File: src/rtl/bwc_pkg.sv
package bwc_pkg;

  typedef enum logic [1:0] {
    SP_NORMAL = 2'd0,
    SP_DRAM   = 2'd1,
    SP_MUXIO  = 2'd2,
    SP_ALT    = 2'd3
  } space_e;

  typedef enum logic [1:0] {
    PH_IDLE = 2'd0,
    PH_BASE = 2'd1,
    PH_WAIT = 2'd2
  } phase_e;

  function automatic int unsigned max_u(input int unsigned a, input int unsigned b);
    return (a > b) ? a : b;
  endfunction

endpackage

File: src/rtl/bwc_cfg_reg.sv
module bwc_cfg_reg #(
  parameter int N_AREAS = 8,
  parameter int AREA_W  = $clog2(N_AREAS),
  localparam int CFG_W  = 2 * N_AREAS
) (
  input  logic              clk,
  input  logic              rst_n,
  input  logic              cfg_we,
  input  logic [CFG_W-1:0]  cfg_wdata,
  input  logic [AREA_W-1:0] sel_area,
  input  logic              sel_write,
  output logic              samp_bit
);

  logic [CFG_W-1:0]   cfg_q;
  logic [N_AREAS-1:0] rd_en_vec;
  logic [N_AREAS-1:0] wr_en_vec;

  always_ff @(posedge clk) begin
    if (!rst_n)      cfg_q <= '1;
    else if (cfg_we) cfg_q <= cfg_wdata;
  end

  // upper half: read enables, lower half: write enables, area i at offset i
  for (genvar i = 0; i < N_AREAS; i++) begin : g_split
    assign rd_en_vec[i] = cfg_q[N_AREAS + i];
    assign wr_en_vec[i] = cfg_q[i];
  end

  always_comb begin
    samp_bit = sel_write ? wr_en_vec[sel_area] : rd_en_vec[sel_area];
  end

endmodule

File: src/rtl/bwc_len_calc.sv
module bwc_len_calc
  import bwc_pkg::*;
#(
  parameter int                   N_AREAS        = 8,
  parameter int                   AREA_W         = $clog2(N_AREAS),
  parameter int                   LONG_W         = 2,
  parameter int                   MUX_BASE       = 4,
  parameter int                   CNT_W          = 3,
  parameter logic [N_AREAS-1:0]   LONG_AREA_MASK = 8'b0100_0101
) (
  input  logic [AREA_W-1:0] area,
  input  logic [1:0]        space,
  input  logic [LONG_W-1:0] long_sel,
  input  logic              samp_bit,
  output logic [CNT_W-1:0]  base_len,
  output logic              samp_en,
  output logic              long_cyc
);

  logic long_group;
  assign long_group = LONG_AREA_MASK[area];

  always_comb begin
    base_len = CNT_W'(1);
    samp_en  = 1'b0;
    long_cyc = 1'b0;
    unique case (space_e'(space))
      SP_DRAM: begin
        base_len = samp_bit ? CNT_W'(2) : CNT_W'(1);
        samp_en  = samp_bit;
      end
      SP_MUXIO: begin
        base_len = CNT_W'(MUX_BASE);
        samp_en  = 1'b1;
      end
      default: begin
        if (long_group) begin
          // one leading state plus long_sel+1 long-wait states
          base_len = CNT_W'(2) + CNT_W'(long_sel);
          samp_en  = samp_bit;
          long_cyc = 1'b1;
        end else begin
          base_len = samp_bit ? CNT_W'(2) : CNT_W'(1);
          samp_en  = samp_bit;
        end
      end
    endcase
  end

endmodule

File: src/rtl/bwc_seq.sv
module bwc_seq
  import bwc_pkg::*;
#(
  parameter int CNT_W = 3
) (
  input  logic             clk,
  input  logic             rst_n,
  input  logic             req_valid,
  output logic             req_ready,
  input  logic [CNT_W-1:0] base_len,
  input  logic             samp_en,
  input  logic             long_cyc,
  input  logic             wait_in,
  output logic             busy,
  output logic             st_first,
  output logic             st_long,
  output logic             st_wait,
  output logic             cyc_done
);

  phase_e           phase_q;
  logic [CNT_W-1:0] cnt_q;
  logic [CNT_W-1:0] len_q;
  logic             samp_q;
  logic             long_q;
  logic             accept;
  logic             last_base;
  logic             stretch;

  assign accept    = req_valid && (phase_q == PH_IDLE);
  assign last_base = (phase_q == PH_BASE) && (cnt_q == len_q);
  assign stretch   = samp_q && wait_in;

  always_ff @(posedge clk) begin
    if (!rst_n) begin
      phase_q <= PH_IDLE;
      cnt_q   <= '0;
      len_q   <= '0;
      samp_q  <= 1'b0;
      long_q  <= 1'b0;
    end else begin
      unique case (phase_q)
        PH_IDLE: begin
          if (accept) begin
            phase_q <= PH_BASE;
            cnt_q   <= CNT_W'(1);
            len_q   <= base_len;
            samp_q  <= samp_en;
            long_q  <= long_cyc;
          end
        end
        PH_BASE: begin
          if (last_base) phase_q <= stretch ? PH_WAIT : PH_IDLE;
          else           cnt_q   <= cnt_q + CNT_W'(1);
        end
        PH_WAIT: begin
          if (!wait_in) phase_q <= PH_IDLE;
        end
        default: phase_q <= PH_IDLE;
      endcase
    end
  end

  always_comb begin
    req_ready = (phase_q == PH_IDLE);
    busy      = (phase_q != PH_IDLE);
    st_first  = (phase_q == PH_BASE) && (cnt_q == CNT_W'(1));
    st_long   = (phase_q == PH_BASE) && long_q && (cnt_q != CNT_W'(1));
    st_wait   = (phase_q == PH_WAIT);
    cyc_done  = (last_base && !stretch) || ((phase_q == PH_WAIT) && !wait_in);
  end

endmodule

File: src/rtl/bus_wait_ctrl.sv
module bus_wait_ctrl
  import bwc_pkg::*;
#(
  parameter int                 N_AREAS        = 8,
  parameter int                 AREA_W         = $clog2(N_AREAS),
  parameter int                 LONG_W         = 2,
  parameter int                 MUX_BASE       = 4,
  parameter logic [N_AREAS-1:0] LONG_AREA_MASK = 8'b0100_0101
) (
  input  logic                   clk,
  input  logic                   rst_n,
  input  logic                   cfg_we,
  input  logic [2*N_AREAS-1:0]   cfg_wdata,
  input  logic                   req_valid,
  output logic                   req_ready,
  input  logic [AREA_W-1:0]      req_area,
  input  logic [1:0]             req_space,
  input  logic                   req_write,
  input  logic [LONG_W-1:0]      req_long,
  input  logic                   wait_in,
  output logic                   busy,
  output logic                   st_first,
  output logic                   st_long,
  output logic                   st_wait,
  output logic                   cyc_done
);

  localparam int MAX_BASE = max_u(MUX_BASE, 1 + (1 << LONG_W));
  localparam int CNT_W    = $clog2(MAX_BASE + 1);

  logic             samp_bit;
  logic [CNT_W-1:0] base_len;
  logic             samp_en;
  logic             long_cyc;

  bwc_cfg_reg #(
    .N_AREAS (N_AREAS),
    .AREA_W  (AREA_W)
  ) cfg_i (
    .clk       (clk),
    .rst_n     (rst_n),
    .cfg_we    (cfg_we),
    .cfg_wdata (cfg_wdata),
    .sel_area  (req_area),
    .sel_write (req_write),
    .samp_bit  (samp_bit)
  );

  bwc_len_calc #(
    .N_AREAS        (N_AREAS),
    .AREA_W         (AREA_W),
    .LONG_W         (LONG_W),
    .MUX_BASE       (MUX_BASE),
    .CNT_W          (CNT_W),
    .LONG_AREA_MASK (LONG_AREA_MASK)
  ) len_i (
    .area     (req_area),
    .space    (req_space),
    .long_sel (req_long),
    .samp_bit (samp_bit),
    .base_len (base_len),
    .samp_en  (samp_en),
    .long_cyc (long_cyc)
  );

  bwc_seq #(
    .CNT_W (CNT_W)
  ) seq_i (
    .clk       (clk),
    .rst_n     (rst_n),
    .req_valid (req_valid),
    .req_ready (req_ready),
    .base_len  (base_len),
    .samp_en   (samp_en),
    .long_cyc  (long_cyc),
    .wait_in   (wait_in),
    .busy      (busy),
    .st_first  (st_first),
    .st_long   (st_long),
    .st_wait   (st_wait),
    .cyc_done  (cyc_done)
  );

endmodule

File: config.mk
export PLATFORM = sky130hd
export DESIGN_NAME = bus_wait_ctrl
export DESIGN_NICKNAME = d
export VERILOG_FILES = /design/src/rtl/bwc_pkg.sv /design/src/rtl/bwc_cfg_reg.sv /design/src/rtl/bwc_len_calc.sv /design/src/rtl/bwc_seq.sv /design/src/rtl/bus_wait_ctrl.sv
export SDC_FILE = /design/constraint.sdc
export NUM_CORES = 1
export LEC_CHECK = 0
export CORE_UTILIZATION = 43
export CTS_CLUSTER_DIAMETER = 120
export DETAILED_ROUTE_END_ITERATION = 7
export PLACE_DENSITY = 0.74
export SYNTH_ARGS = -nofsm -noshare
export SYNTH_HDL_FRONTEND = slang
export SYNTH_HIERARCHICAL = 1
export SYNTH_SLANG_ARGS = --single-unit
File: constraint.sdc
create_clock -name clk -period 1.9 [get_ports clk]
set_input_delay 0.285 -clock clk [delete_from_list [all_inputs] [get_ports clk]]
set_output_delay 0.285 -clock clk [all_outputs]
set_load 0.05 [all_outputs]
; After elaboration in Yosys (flattened, before gate mapping)
; Memory sizes are Yosys's and may differ from the RTL's.
; Index checks and enable logic that the tools add are counted.
[totals]
input_bits = 29
rom_bits = 8
wordCells = 59
out_inout_bits = 6
ff_bits = 26
memories = 1
[mem_list]
columns = name, depth, word_bits, rd, rd_ports_with_merged_regs, write_ports, line_no
row1 = (name not given), 8, 1, 1, 0, 0, bwc_len_calc.sv:21  ; assign long_group = LONG_AREA_MASK[area];
[op_classes]
n_addsub = 2
magnitude_cmp = 1
n_eq_ne = 11
n_mux = 20
reduce_logical = 18
[op_table]
columns = cell, count
row1 = 3-bit case mux with 2 select lines, 2
row2 = 2-bit two-way mux, 5
row3 = 3-bit two-way mux, 3
row4 = 1-bit logical AND, 8
row5 = 1-bit two-way mux, 7
row6 = 1-bit binary-select mux with 3-bit select, 2
row7 = 2-bit case mux with 3 select lines, 1
row8 = 3-bit AND reduction, 2
row9 = "2-bit by 1-bit equality test with 1-bit output, second input constant", 2
row10 = "2-bit equality test, second input constant", 2
row11 = "3-bit by 4-bit < comparator with 1-bit output, second input constant", 1
row12 = "2-bit by 1-bit inequality test with 1-bit output, second input constant", 2
row13 = "2-bit inequality test, second input constant", 2
row14 = 2-bit nonzero test, 2
row15 = "2-bit by 2-bit adder with 3-bit output, first input constant", 1
row16 = "3-bit by 1-bit adder with 3-bit output, second input constant", 1
row17 = "3-bit by 1-bit equality test with 1-bit output, second input constant", 1
row18 = 3-bit equality test, 1
row19 = "3-bit by 1-bit inequality test with 1-bit output, second input constant", 1
row20 = 1-bit logical NOT, 2
row21 = 2-bit logical NOT, 1
row22 = 2-bit AND reduction, 1
row23 = 2-bit OR reduction, 1
row24 = 1-bit logical OR, 1

; Longest topological paths before layout
; Gate-level depths: netlist of run 1.
[depth]
ltp_word = 6
ltp_mapped = 8
ltp_nobuf = 8

; Hierarchy
; Netlist of run 1, hierarchy kept.
[by_module_without_submodules]
columns = mod, seq_area_each_um2, cells_each, n_inst, area_each_um2
row1 = bwc_cfg_reg, 320.3, 59, 1, 693.2
row2 = bwc_seq, 200.2, 64, 1, 550.5
row3 = bwc_len_calc, 0.0, 19, 1, 131.4

; Least setup slack after synthesis of run 1
; OpenSTA, ideal clock, no wires.
[synth_path]
path_type = flip-flop to flip-flop
startpoint = reg seq_i.phase_q[0]
endpoint = reg seq_i.len_q[0]
path_buffers = 1
t_arrival_ps = 2152
setup_slack_ps = -368
stages_incl_launch_ff = 7
setup_time_ps = 116
t_required_ps = 1784
synth_period_minus_slack_ps = 2268
cell_sequence = dfxtp_1 > buf_2 > nor2_1 > inv_1 > nor2_4 > mux2i_1 > nor2b_1
[synth_between]
elab_chain_len = 3
[synth_rtl]
columns = item, line_no
row1 = start: declaration, bwc_seq.sv:21  ; phase_e phase_q;
row2 = start signal: assignment, bwc_seq.sv:53  ; if (last_base) phase_q <= stretch ? PH_WAIT : PH_IDLE;
row3 = 2-bit logical NOT *, --
row4 = net req_ready, bus_wait_ctrl.sv:15  ; output logic req_ready,
row5 = 1-bit logical AND, bwc_seq.sv:30  ; assign accept = req_valid && (phase_q == PH_IDLE);
row6 = 2-bit AND reduction (no line) *, --
row7 = end signal: assignment, bwc_seq.sv:47  ; len_q <= base_len;
row8 = end: declaration, bwc_seq.sv:23  ; logic [CNT_W-1:0] len_q;
; Mark *: on every way through the listed nets, which the timed path passes. The rest lies on a longest branch.
; A chain may end at the register's enable or synchronous reset.

; Worst setup path in the final report of run 1
[layout_path]
startpoint = reg cfg_i.cfg_q[11]
endpoint = reg seq_i.len_q[1]
[layout_between]
elab_chain_len = 6
[layout_rtl]
columns = item, line_no
row1 = start: declaration, bwc_cfg_reg.sv:15  ; logic [CFG_W-1:0] cfg_q;
row2 = start signal: assignment, bwc_cfg_reg.sv:21  ; else if (cfg_we) cfg_q <= cfg_wdata;
row3 = 1-bit binary-select mux with 3-bit select *, bwc_cfg_reg.sv:31  ; samp_bit = sel_write ? wr_en_vec[sel_area] : rd_en_vec[sel_area];
row4 = 1-bit two-way mux (not written as such) *, bwc_cfg_reg.sv:31
row5 = 1-bit two-way mux *, bwc_cfg_reg.sv:31
row6 = net samp_bit, bus_wait_ctrl.sv:31  ; logic samp_bit;
row7 = 2-bit two-way mux *, "bwc_len_calc.sv:29, bwc_len_calc.sv:43"
row8 = 3-bit two-way mux, bwc_len_calc.sv:37  ; if (long_group) begin
row9 = 3-bit case mux with 2 select lines *, bwc_len_calc.sv:27  ; unique case (space_e'(space))
row10 = net base_len[1], bus_wait_ctrl.sv:32  ; logic [CNT_W-1:0] base_len;
; Mark *: on every way through the listed nets, which the timed path passes. The rest lies on a longest branch. The select of a mux whose other input is x is not followed.

==> reports/metrics.csv, run 1 <==
stage;metric;value;unit
status;status;finished, final reports clean;
synth;yosysSeqAreaShare;37.9;%
placed_design;dp_cells;224;
synth;synth_top_flop_cell;dfxtp_1;
cts;cts_max_level;1;
layout;diodes;0;
layout;nets;221;
synth;yosysWarnings;6;
timing;report.final.slew_viol_count;0;
min_path;worstHoldEndpoint;cfg_i/cfg_q[4]$_SDFFE_PN1P_;
placed_design;hpwlAfterDp;2380;µm
setup_path;r2r.worst_path.cells;7;
detailed_routing;vias;1180;
cts;cts_buffers;3;
global_routing;grt_use_met2;36.5;%
floorplan;io_pins;35;
cts;cts.hold.buffers_added;0;
timing;worst_slew_pin_slew;0.286;ns
layout;final_util;63.0;%
timing;finClkSkew;0.00873;ns
global_routing;grt_overflow_total;0;
timing;slew_headroom;80.8;%
layout;nFillCells;277;
detailed_routing;wire_per_inst;13.9;µm
cts;clockBufferDepth;2;
placed_design;io_buffers;34;
synth;yosysTopAreaCell;dfxtp_1;
power_and_ir_drop;p_leak;0.839;nW
global_routing;busiest_layer;met2;
detailed_routing;ant_nets;0;
layout;area_growth;39.9;%
synth;synth_common_cells;26 x dfxtp_1, 26 x nand2_1, 25 x mux2i_1, 8 x nor2b_1;
synth;synth_top_area_share;37.9;%
run;cap_viol_max_count;0;
layout;layoutNonFillerInstCount;230;
setup_path;r2r_end;seq_i/len_q[1]$_SDFFE_PN0P_;
cts;clkTransAtPathRegs;0.13;ns
floorplan;chipHeight;58.6;µm
timing;setup_violations;0;
floorplan;core-area;3050;µm²
global_routing;grt_usage;20.2;%
floorplan;initial_utilization;45.0;%
timing;finalCritPeriodShare;96.2;%
timing;hold_viol_final;0;
layout;drive_above_1_share;26.3;%
detailed_routing;drtIter0Drc;28;
setup_path;r2r_setup_slack;0.07;ns
synth;syn_inst;142;
setup_path;arrival;2.06;ns
setup_path;critPathRequiredTime;2.13;ns
setup_path;criticalPathCategory;register to register;
timing;fmax;0.547;GHz
min_path;hold_class;register to register;
timing;final.min_clock_period;1.83;ns
global_routing;groute.layer.met3.usage;2.64;%
global_routing;grt_pass1_wl;5240;µm
cts;ctsRootBufferMaster;clkbuf_4;
synth;synth-edff-count;0;
synth;syn_avg_cell_area;9.68;µm²
floorplan;die_x;58.6;µm
cts;cts_tree;yes;
floorplan;die_area;3430;µm²
layout;final_cell_area;1920;µm²
detailed_routing;viasPerCell;5.13;
setup_path;crit_path_end_kind;register;
detailed_routing;drc;0;
detailed_routing;wirelength;3210;µm
synth;netlist_area;1380;µm²
global_routing;antenna_found_initial;0;
min_path;hold_depth;2;
detailed_routing;drt-pass1-iter-count;4;
global_routing;grtUsageMet1;21.8;%
placed_design;placed_area;1870;µm²
min_path;hp-start;cfg_i/cfg_q[4]$_SDFFE_PN1P_;
cts;clock_latency;0.32;ns
synth;synth_async_sr_flop_share;0;%
power_and_ir_drop;p_per_area;631;nW/µm²
setup_path;worst_setup_path_start_kind;register;
placed_design;gp_congestion;0.774;
global_routing;grt_max_degree;27;
floorplan;row_count;20;
power_and_ir_drop;ir_drop;0.000443;V
power_and_ir_drop;power;0.00121;W
cts;clkSinkCount;26;
synth;netlist_top_cells_area;dfxtp_1 38%, mux2i_1 18%, mux4_1 7.6%, nand2_1 7.1%, ha_1 3.6%;
setup_path;r2r-start;cfg_i/cfg_q[11]$_SDFFE_PN1P_;
setup_path;crit_fanout;4;
synth;synth_cell_types;32;
synth;synth.net_count;175;
global_routing;grt_pass1_vias;1209;
synth;ys_ff_latch;26;
## through the flow
stage               worst slack, ns  hold slack, ns  setup TNS, ns
global placement             -0.578           0.452          -1.55
detailed placement           -0.652           0.456          -1.75
global route               -0.00585           0.522       -0.00585
floorplan                    0.0701           0.403              0
CTS                         0.00251           0.487              0
finish                       0.0730           0.498              0
## where the power goes
part / internal [W] / switching (W)
Sequential: 0.000583 / 0.0000366
Clock: 0.0000744 / 0.000156
Combinational: 0.000195 / 0.000168
Total: 0.000853 / 0.000360
## state kept, by name, summed over array words and instances (netlist names)
signal         flops
seq_i/len_q        3
cfg_i/cfg_q       16
seq_i/samp_q       1
seq_i/phase_q      2
seq_i/cnt_q        3
seq_i/long_q       1
## cell type report
class                           count  area, µm²  area share, %
Clock buffer                        3       22.5           1.17
Inverter                            7       26.3           1.37
Multi-Input combinational cell    104        820           42.6
Sequential cell                    26        537           27.9
Tap cell                           44       55.1           2.86
Timing Repair Buffer               46        463           24.1
## critical path, stage by stage (launching register included)
cell     delay [ns]
dfxtp_1        0.35
mux4_2         0.48
mux2i_1        0.16
mux2i_1        0.12
buf_4          0.15
a311o_1        0.30
mux2i_1        0.13
nor2b_1        0.06
## how the worst max path moves through the flow
| stage | from | end | slack, ns | cells after the start |
|---|---|---|---|---|
| final | cfg_i/cfg_q[11]$_SDFFE_PN1P_ | seq_i/len_q[1]$_SDFFE_PN0P_ | 0.07 | 7 |
| after global routing | seq_i/phase_q[0]$_SDFFE_PN0P_ | st_first | -0.006 | 3 |
| after CTS | cfg_i/cfg_q[9]$_SDFFE_PN1P_ | seq_i/len_q[1]$_SDFFE_PN0P_ | 0.003 | 7 |
| after detailed placement | req_area[0] | seq_i/len_q[1]$_SDFFE_PN0P_ | -0.65 | 8 |
| after global placement | req_area[0] | seq_i/len_q[1]$_SDFFE_PN0P_ | -0.58 | 8 |
| after floorplan | req_area[0] | seq_i/len_q[1]$_SDFFE_PN0P_ | 0.07 | 7 |
## layer usage
metal / part of all wire, % / vias to the layer above
li1: - / 580
met1: 40 / 547
met2: 52 / 40
met3: 3.5 / 13
met4: 4.3 / 0
met5: 0 / -
## cells by family (layout without fill, tap and decap cells)
logic type	Yosys count	after routing	share of synthesized area, %
and+or+nand+nor	53	53	19.7
muxes	29	29	25.8
DFF	26	26	37.9
AOI/OAI and AO/OA	15	15	7.55
buffers and inverters	12	56	3.55
adders and majority gates	4	4	3.64
xor gates and xnor gates	3	3	1.91
## repair_timing
| item | CTS | global route |
|---|---|---|
| endpoints found under the setup margin | 4 | 5 |
| gates resized for setup | 3 | 20 |
| pin swaps | 1 | 5 |
| buffers inserted | 1 | 2 |
## cells in the final DEF, fill, tap and decap left out, types with 2 or more instances in the layout
cell type and instances:
clkdlybuf4s50_1 26, mux2i_1 25, nand2_1 25, buf_4 14, dfxtp_1 13, dfxtp_2 13, nor2b_1 8, inv_1 6
nor2_1 5, mux4_2 4, ha_1 4, buf_12 4, a21oi_1 4, clkbuf_4 3, o21ai_0 3, and3_1 3
xor2_1 3, nor4_1 2, nor2_4 2, or3_1 2
Note: power is estimated with default switching activity, not from simulation.
==> inputs of run 2 (changes only) <==
--- a/config.mk
+++ b/config.mk
@@ -7,6 +7,7 @@
 export LEC_CHECK = 0
 export CORE_UTILIZATION = 43
 export CTS_CLUSTER_DIAMETER = 120
+export CTS_CLUSTER_SIZE = 40
 export DETAILED_ROUTE_END_ITERATION = 7
 export PLACE_DENSITY = 0.74
 export SYNTH_ARGS = -nofsm -noshare
==> results of run 2 <==
Final layout, timing and power as in run 1 (identical DEF).
